File: src/rtl/vtg_pkg.sv
// Package: shared widths, register addresses and the configuration record
// for the packed-register video timing generator.
package vtg_pkg;
    localparam int FIELD_W = 16;            // one half of a packed register
    localparam int CNT_W   = FIELD_W + 2;   // holds the sum of three fields
    localparam int ADDR_W  = 3;
    localparam int DATA_W  = 2 * FIELD_W;

    localparam logic [ADDR_W-1:0] A_CTRL = 3'd0;
    localparam logic [ADDR_W-1:0] A_ACT  = 3'd1;
    localparam logic [ADDR_W-1:0] A_BP   = 3'd2;
    localparam logic [ADDR_W-1:0] A_FP   = 3'd3;
    localparam logic [ADDR_W-1:0] A_SW   = 3'd4;
    localparam logic [ADDR_W-1:0] A_POL  = 3'd5;

    // One axis worth of timing, every field stored as count minus one.
    typedef struct packed {
        logic [FIELD_W-1:0] act;
        logic [FIELD_W-1:0] fp;
        logic [FIELD_W-1:0] bp;   // measured from sync start
        logic [FIELD_W-1:0] sw;
    } axis_cfg_t;

    typedef struct packed {
        axis_cfg_t h;
        axis_cfg_t v;
        logic      pol_v;
        logic      pol_h;
        logic      en;
        logic      hdmi;
        logic      ilace;
        logic      rep;
    } vtg_cfg_t;
endpackage

File: src/rtl/vtg_regbank.sv
// Register bank: the write port fills a live copy, and the shadow copy that
// drives the timing logic is reloaded only on frame_start.
// Assumes frame_start is a single-cycle pulse on the last pixel of a frame.
module vtg_regbank
    import vtg_pkg::*;
(
    input  logic              clk,
    input  logic              rst_n,
    input  logic              wr_en,
    input  logic [ADDR_W-1:0] wr_addr,
    input  logic [DATA_W-1:0] wr_data,
    input  logic              frame_start,
    output vtg_cfg_t          cfg_q
);
    vtg_cfg_t live_q;

    // Decode the write port into the live copy.
    always_ff @(posedge clk) begin
        if (!rst_n) begin
            live_q <= '0;
        end else if (wr_en) begin
            case (wr_addr)
                A_CTRL: begin
                    live_q.en    <= wr_data[31];
                    live_q.hdmi  <= wr_data[30];
                    live_q.ilace <= wr_data[4];
                    live_q.rep   <= wr_data[0];
                end
                A_ACT: begin
                    live_q.v.act <= wr_data[DATA_W-1:FIELD_W];
                    live_q.h.act <= wr_data[FIELD_W-1:0];
                end
                A_BP: begin
                    live_q.v.bp <= wr_data[DATA_W-1:FIELD_W];
                    live_q.h.bp <= wr_data[FIELD_W-1:0];
                end
                A_FP: begin
                    live_q.v.fp <= wr_data[DATA_W-1:FIELD_W];
                    live_q.h.fp <= wr_data[FIELD_W-1:0];
                end
                A_SW: begin
                    live_q.v.sw <= wr_data[DATA_W-1:FIELD_W];
                    live_q.h.sw <= wr_data[FIELD_W-1:0];
                end
                A_POL: begin
                    live_q.pol_v <= wr_data[1];
                    live_q.pol_h <= wr_data[0];
                end
                default: ;
            endcase
        end
    end

    // Copy live to shadow at the frame boundary only.
    always_ff @(posedge clk) begin
        if (!rst_n)           cfg_q <= '0;
        else if (frame_start) cfg_q <= live_q;
    end

    AST_SHADOW_HOLD: assert property (@(posedge clk) disable iff (!rst_n)
        !frame_start |=> $stable(cfg_q));
endmodule

File: src/rtl/vtg_counter.sv
// Raster counters: the line position wraps after active + front porch +
// back-porch field, and the line number advances on each wrap.
// Assumes cfg is stable except on the cycle after frame_start.
module vtg_counter
    import vtg_pkg::*;
(
    input  logic             clk,
    input  logic             rst_n,
    input  vtg_cfg_t         cfg,
    output logic [CNT_W-1:0] h_cnt,
    output logic [CNT_W-1:0] v_cnt,
    output logic             frame_start
);
    logic [CNT_W-1:0] h_total, v_total;
    logic             h_end, v_end;

    // Totals from minus-one fields: three fields, so add three.
    assign h_total = CNT_W'(cfg.h.act) + CNT_W'(cfg.h.fp) + CNT_W'(cfg.h.bp) + CNT_W'(3);
    assign v_total = CNT_W'(cfg.v.act) + CNT_W'(cfg.v.fp) + CNT_W'(cfg.v.bp) + CNT_W'(3);
    assign h_end   = (h_cnt == h_total - CNT_W'(1));
    assign v_end   = (v_cnt == v_total - CNT_W'(1));
    assign frame_start = h_end && v_end;

    // Line position counter.
    always_ff @(posedge clk) begin
        if (!rst_n)     h_cnt <= '0;
        else if (h_end) h_cnt <= '0;
        else            h_cnt <= h_cnt + CNT_W'(1);
    end

    // Line number counter, stepped at each line wrap.
    always_ff @(posedge clk) begin
        if (!rst_n)          v_cnt <= '0;
        else if (frame_start) v_cnt <= '0;
        else if (h_end)      v_cnt <= v_cnt + CNT_W'(1);
    end

    AST_H_BELOW_TOTAL: assert property (@(posedge clk) disable iff (!rst_n)
        h_cnt < h_total);
    AST_H_STEP: assert property (@(posedge clk) disable iff (!rst_n)
        !h_end |=> h_cnt == $past(h_cnt) + CNT_W'(1));
    AST_V_HOLD: assert property (@(posedge clk) disable iff (!rst_n)
        !h_end |=> $stable(v_cnt));
endmodule

File: src/rtl/vtg_decode.sv
// Region decoder: turns counter positions into data enable and sync with
// polarity and enable gating, registering every output in one stage.
// Assumes counters and cfg come from the same clock domain.
module vtg_decode
    import vtg_pkg::*;
(
    input  logic             clk,
    input  logic             rst_n,
    input  vtg_cfg_t         cfg,
    input  logic [CNT_W-1:0] h_cnt,
    input  logic [CNT_W-1:0] v_cnt,
    output logic             de_o,
    output logic             hsync_o,
    output logic             vsync_o,
    output logic [CNT_W-1:0] h_pos_o,
    output logic [CNT_W-1:0] v_pos_o,
    output logic [CNT_W-1:0] src_px_o,
    output logic             hdmi_mode_o,
    output logic             interlace_o
);
    logic [CNT_W-1:0] h_act_n, v_act_n, hs_beg, vs_beg, hs_fin, vs_fin;
    logic             in_act, hs_act, vs_act;

    // Window edges in real counts.
    assign h_act_n = CNT_W'(cfg.h.act) + CNT_W'(1);
    assign v_act_n = CNT_W'(cfg.v.act) + CNT_W'(1);
    assign hs_beg  = h_act_n + CNT_W'(cfg.h.fp) + CNT_W'(1);
    assign vs_beg  = v_act_n + CNT_W'(cfg.v.fp) + CNT_W'(1);
    assign hs_fin  = hs_beg + CNT_W'(cfg.h.sw) + CNT_W'(1);
    assign vs_fin  = vs_beg + CNT_W'(cfg.v.sw) + CNT_W'(1);

    // Region membership for the current counter position.
    assign in_act = (h_cnt < h_act_n) && (v_cnt < v_act_n);
    assign hs_act = (h_cnt >= hs_beg) && (h_cnt < hs_fin);
    assign vs_act = (v_cnt >= vs_beg) && (v_cnt < vs_fin);

    // Output register stage with polarity and enable gating.
    always_ff @(posedge clk) begin
        if (!rst_n) begin
            de_o        <= 1'b0;
            hsync_o     <= 1'b1;
            vsync_o     <= 1'b1;
            h_pos_o     <= '0;
            v_pos_o     <= '0;
            src_px_o    <= '0;
            hdmi_mode_o <= 1'b0;
            interlace_o <= 1'b0;
        end else begin
            de_o        <= cfg.en && in_act;
            hsync_o     <= (cfg.en && hs_act) ? cfg.pol_h : !cfg.pol_h;
            vsync_o     <= (cfg.en && vs_act) ? cfg.pol_v : !cfg.pol_v;
            h_pos_o     <= h_cnt;
            v_pos_o     <= v_cnt;
            src_px_o    <= cfg.rep ? (h_cnt >> 1) : h_cnt;
            hdmi_mode_o <= cfg.hdmi;
            interlace_o <= cfg.ilace;
        end
    end

    AST_DISABLED_QUIET: assert property (@(posedge clk) disable iff (!rst_n)
        !cfg.en |=> (!de_o && hsync_o == !$past(cfg.pol_h) && vsync_o == !$past(cfg.pol_v)));
    AST_SRC_HALF: assert property (@(posedge clk) disable iff (!rst_n)
        cfg.rep |=> src_px_o == (h_pos_o >> 1));
    AST_DE_NOT_IN_SYNC: assert property (@(posedge clk) disable iff (!rst_n)
        (de_o && hs_beg > h_act_n) |-> hsync_o == !$past(cfg.pol_h));
endmodule

File: src/rtl/packed_vtg_top.sv
// Top of the video timing generator: register bank, raster counters and
// region decoder. Assumes one pixel clock and synchronous active-low reset.
module packed_vtg_top
    import vtg_pkg::*;
(
    input  logic              clk,
    input  logic              rst_n,
    input  logic              wr_en,
    input  logic [ADDR_W-1:0] wr_addr,
    input  logic [DATA_W-1:0] wr_data,
    output logic              de_o,
    output logic              hsync_o,
    output logic              vsync_o,
    output logic [CNT_W-1:0]  h_pos_o,
    output logic [CNT_W-1:0]  v_pos_o,
    output logic [CNT_W-1:0]  src_px_o,
    output logic              hdmi_mode_o,
    output logic              interlace_o
);
    vtg_cfg_t         cfg;
    logic [CNT_W-1:0] h_cnt, v_cnt;
    logic             frame_start;

    vtg_regbank u_regs (
        .clk(clk), .rst_n(rst_n), .wr_en(wr_en), .wr_addr(wr_addr),
        .wr_data(wr_data), .frame_start(frame_start), .cfg_q(cfg)
    );

    vtg_counter u_cnt (
        .clk(clk), .rst_n(rst_n), .cfg(cfg),
        .h_cnt(h_cnt), .v_cnt(v_cnt), .frame_start(frame_start)
    );

    vtg_decode u_dec (
        .clk(clk), .rst_n(rst_n), .cfg(cfg), .h_cnt(h_cnt), .v_cnt(v_cnt),
        .de_o(de_o), .hsync_o(hsync_o), .vsync_o(vsync_o),
        .h_pos_o(h_pos_o), .v_pos_o(v_pos_o), .src_px_o(src_px_o),
        .hdmi_mode_o(hdmi_mode_o), .interlace_o(interlace_o)
    );
endmodule

File: config.mk
export PLATFORM = sky130hd
export DESIGN_NAME = packed_vtg_top
export DESIGN_NICKNAME = d
export VERILOG_FILES = /design/src/rtl/vtg_pkg.sv /design/src/rtl/vtg_regbank.sv /design/src/rtl/vtg_counter.sv /design/src/rtl/vtg_decode.sv /design/src/rtl/packed_vtg_top.sv
export SDC_FILE = /design/constraint.sdc
export NUM_CORES = 1
export LEC_CHECK = 0
export BUFFER_PORTS_ARGS = -buffer_cell sky130_fd_sc_hd__clkbuf_2
export CORE_ASPECT_RATIO = 0.7
export CORE_UTILIZATION = 50
export DETAILED_ROUTE_END_ITERATION = 10
export HOLD_SLACK_MARGIN = 0.06
export PLACE_DENSITY_LB_ADDON = 0.3
export SLEW_MARGIN = 25
export SYNTH_ARGS = -nofsm -noshare
export SYNTH_HDL_FRONTEND = slang
export SYNTH_SLANG_ARGS = --single-unit
File: constraint.sdc
create_clock -name clk -period 11.1 [get_ports clk]
set_input_delay 1.665 -clock clk [delete_from_list [all_inputs] [get_ports clk]]
set_output_delay 1.665 -clock clk [all_outputs]
set_load 0.02 [all_outputs]
==> impl_metrics.tcl <==
set metrics [dict create \
    grt_pass1_wl_mm 103 \
    wl_mm 67.3 \
    clk_latency_ps 580 \
    timing.rr.end "u_regs.cfg_q[80]$_SDFFE_PN0P_" \
    holdPathEnd "u_dec.interlace_o$_SDFF_PN0_" \
    htree_num_levels 2 \
    pwr-share-comb 0.054 \
    die-area_sq_mm 0.0468 \
    top_level_ports 97 \
    via_per_inst 5.73 \
    cp-end-kind "flop" \
    synth_nets 3114 \
    final_layout_size_suffix_gt1_frac 0.0694 \
    vias 19736 \
    multi_input_area_sq_mm 0.0146 \
    cp_max_fo 114 \
    fin_util 0.553 \
    cts_setup_buffers 0 \
    grt_usage 0.283 \
    stdcell_area_sq_mm 0.0250 \
    p_clk_frac 0.468 \
    die_height_um 181 \
    final_nets 3137 \
    synth_edf_count 0 \
    antenna_found_initial 0 \
    drcViolationCount 0 \
    wl_per_cell_um 19.5 \
    period_share 0.680 \
    async_reset_ff_frac 0 \
    syn_area_sq_mm 0.0229 \
    p_int_mw 2.10 \
    cts_tree "built" \
    worst_pin_slew_ps 1050 \
    yosys_most_used_dff "dfxtp_1" \
    drtPass1Iterations 7 \
    dpl.hpwl_mm 50.1 \
    netSwitchingFraction 0.247 \
    setup_violations 0 \
    power.leakage_nw 10.4 \
    critPathKind "reg -> reg" \
    cp-start-kind "flop" \
    tns_ps 0 \
    numCtsBuffers 38 \
    regArea_sq_mm 0.00727 \
    start_util 0.508 \
    yosysSeqAreaShare 0.317 \
    synth_area_leaders "dfxtp_1 (32%), ha_1 (15%), nand2_1 (10%)" \
    reg2reg_depth 24 \
    core_sq_mm 0.0451 \
    maxCapViolations 0 \
    critPathArrivalTime_ps 8040 \
    ys_ff_latch 363 \
    r2r_slack_ps 3550 \
    vdd_drop_max_mv 0.0889 \
    antenna_cells 0 \
    hp-start "u_regs.cfg_q[1]$_SDFFE_PN0P_" \
    post_dp_cell_area_sq_mm 0.0237 \
    required_ps 11590 \
    placed_cells 3377 \
    power-per-cell-area_mw_per_mm2 112 \
    synthCells 2792 \
    syn2layout_area_growth_pct 8.82 \
    ctsHoldBuffers 0 \
    num_rows 65 \
    cts_sinks 363 \
    cts.repair.resized 0 \
    fillCellCount 4163 \
    clock-skew-final_ps 17.8 \
    p_sw_mw 0.688 \
    grt_pass1_vias 17920 \
    grt_max_degree 115 \
    finalCriticalPeriod_ps 7550 \
    drtAntennaViolNets 0 \
    yosys_warnings 0 \
    synth_cell_type_count 67 \
    first_iter_violations 1797 \
    place_congestion 0.975 \
    io_buffers 96 \
    power.total_mw 2.79 \
    reg2reg_from "u_regs.cfg_q[118]$_SDFFE_PN0P_" \
    clock-root-buffer "clkbuf_16" \
    drv_slew 0 \
    max_slew_margin 0.296 \
    clk_pin_slew_ps 60 \
    hold_class "reg -> reg" \
    clk_path_buf_depth 3 \
    max_clock_freq_mhz 132 \
    min_path_cells 2 \
    p_seq_frac 0.478 \
    die_width_um 258 \
    rsz0062_at_grt "false" \
    post-synth-top-area-cell "dfxtp_1" \
    synth_top_area_share 0.317 \
    postSynthAreaPerCell_sq_um 8.22 \
    stdcell_count 3443 \
    status "complete, no violations" \
    gr-total-overflow 0 \
    hold_viol 0 \
]
-- Yosys cell counts, types with 25 or more instances --
master	instances
nand2_1	617
dfxtp_1	363
ha_1	276
a21oi_1	225
mux2i_1	165
inv_1	125
nor2_1	118
xnor2_1	117
clkbuf_1	107
nand3_1	73
xor2_1	71
o21ai_0	63
nor3_1	45
and2_1	42
a21o_1	40
and3_1	33
o21a_1	25
-- worst max path at each step --
stage | from | end | slack (ps)
floorplan | u_regs.cfg_q[118]$_SDFFE_PN0P_ | u_regs.cfg_q[10]$_SDFFE_PN0P_ | 5680
global placement | u_regs.cfg_q[118]$_SDFFE_PN0P_ | u_regs.cfg_q[54]$_SDFFE_PN0P_ | 3850
detailed placement | u_regs.cfg_q[118]$_SDFFE_PN0P_ | u_regs.cfg_q[34]$_SDFFE_PN0P_ | 3750
CTS | u_regs.cfg_q[118]$_SDFFE_PN0P_ | u_regs.cfg_q[128]$_SDFFE_PN0P_ | 3700
global route | u_regs.cfg_q[118]$_SDFFE_PN0P_ | u_regs.cfg_q[70]$_SDFFE_PN0P_ | 3150
finish | u_regs.cfg_q[118]$_SDFFE_PN0P_ | u_regs.cfg_q[80]$_SDFFE_PN0P_ | 3550
-- placed cells by master, fill, tap and decap left out, types with 63 or more instances in the layout --
| master | count |
|---|---|
| a21oi_1 | 225 |
| clkbuf_2 | 95 |
| dfxtp_1 | 363 |
| ha_1 | 276 |
| inv_1 | 124 |
| mux2i_1 | 165 |
| nand2_1 | 617 |
| nand3_1 | 71 |
| nor2_1 | 117 |
| o21ai_0 | 63 |
| xnor2_1 | 117 |
| xor2_1 | 71 |
-- through the flow --
stage | hold slack, ps | setup WS [ps]
3_3_place_gp | 426 | 3850
4_1_cts | 437 | 3700
5_1_grt | 468 | 3150
2_1_floorplan | 404 | 5680
3_5_place_dp | 432 | 3750
6_report | 437 | 3550
-- power by group through the flow --
stage,combinational [mW],sequential (mW),clock (mW)
after floorplan,0.0922,1.36,0
after global placement,0.145,1.36,0
after detailed placement,0.147,1.36,0
after CTS,0.148,1.33,1.32
after global routing,0.163,1.33,1.38
final,0.151,1.33,1.30
-- registers in the layout, indices dropped and copies added (netlist names) --
register and count:
u_regs.live_q 134, u_dec.h_pos_o 18, u_cnt.v_cnt 18, u_dec.interlace_o 1, u_dec.hsync_o 1, u_dec.hdmi_mode_o 1, u_cnt.h_cnt 18, u_dec.vsync_o 1
u_dec.src_px_o 18, u_regs.cfg_q 134, u_dec.de_o 1, u_dec.v_pos_o 18
-- layer usage --
layer  wire length [um]  global-route usage  part of all wire  vias up
li1                   -                   -                 -     9650
met5                  0                   0                 0        -
met2              24500               0.362              0.36      735
met1              34800               0.461              0.52     9283
met4                955              0.0554             0.014        0
met3               7030              0.0665              0.10       68
-- final cells by class --
cell class | count | area share
Multi-Input combinational cell | 2175 | 0.585
Inverter | 125 | 0.0190
Clock inverter | 15 | 0.00792
Sequential cell | 363 | 0.291
Clock buffer | 50 | 0.0415
Timing Repair Buffer | 112 | 0.0257
Tap cell | 603 | 0.0302
-- cells by family (layout without fill, tap and decap cells) --
kind of cell,after synthesis,in the layout,share of synthesized area
xor+xnor,188,188,0.0718
mux,168,168,0.0735
flops,363,363,0.317
buf+inv,254,302,0.0486
compound gates,494,494,0.133
simple gates,1041,1041,0.199
fa+ha+maj,284,284,0.158
-- critical path, stage by stage (launching register included) --
cell and delay, ps:
dfxtp_1 380, ha_1 240, fa_1 420, a21o_1 200
a21oi_1 220, nor2b_1 100, o211ai_1 240, a21oi_1 130
nor2_1 120, a21oi_1 120, a311oi_1 400, xnor2_1 170
ha_1 250, ha_1 370, o21a_1 160, a21oi_2 240
nor2_1 70, a311o_1 320, nor4_1 290, o2111ai_1 560
or2_1 530, nor4_4 260, buf_4 500, buf_12 500
mux2i_1 290
No activity file was read; power rests on OpenSTA's default activity.
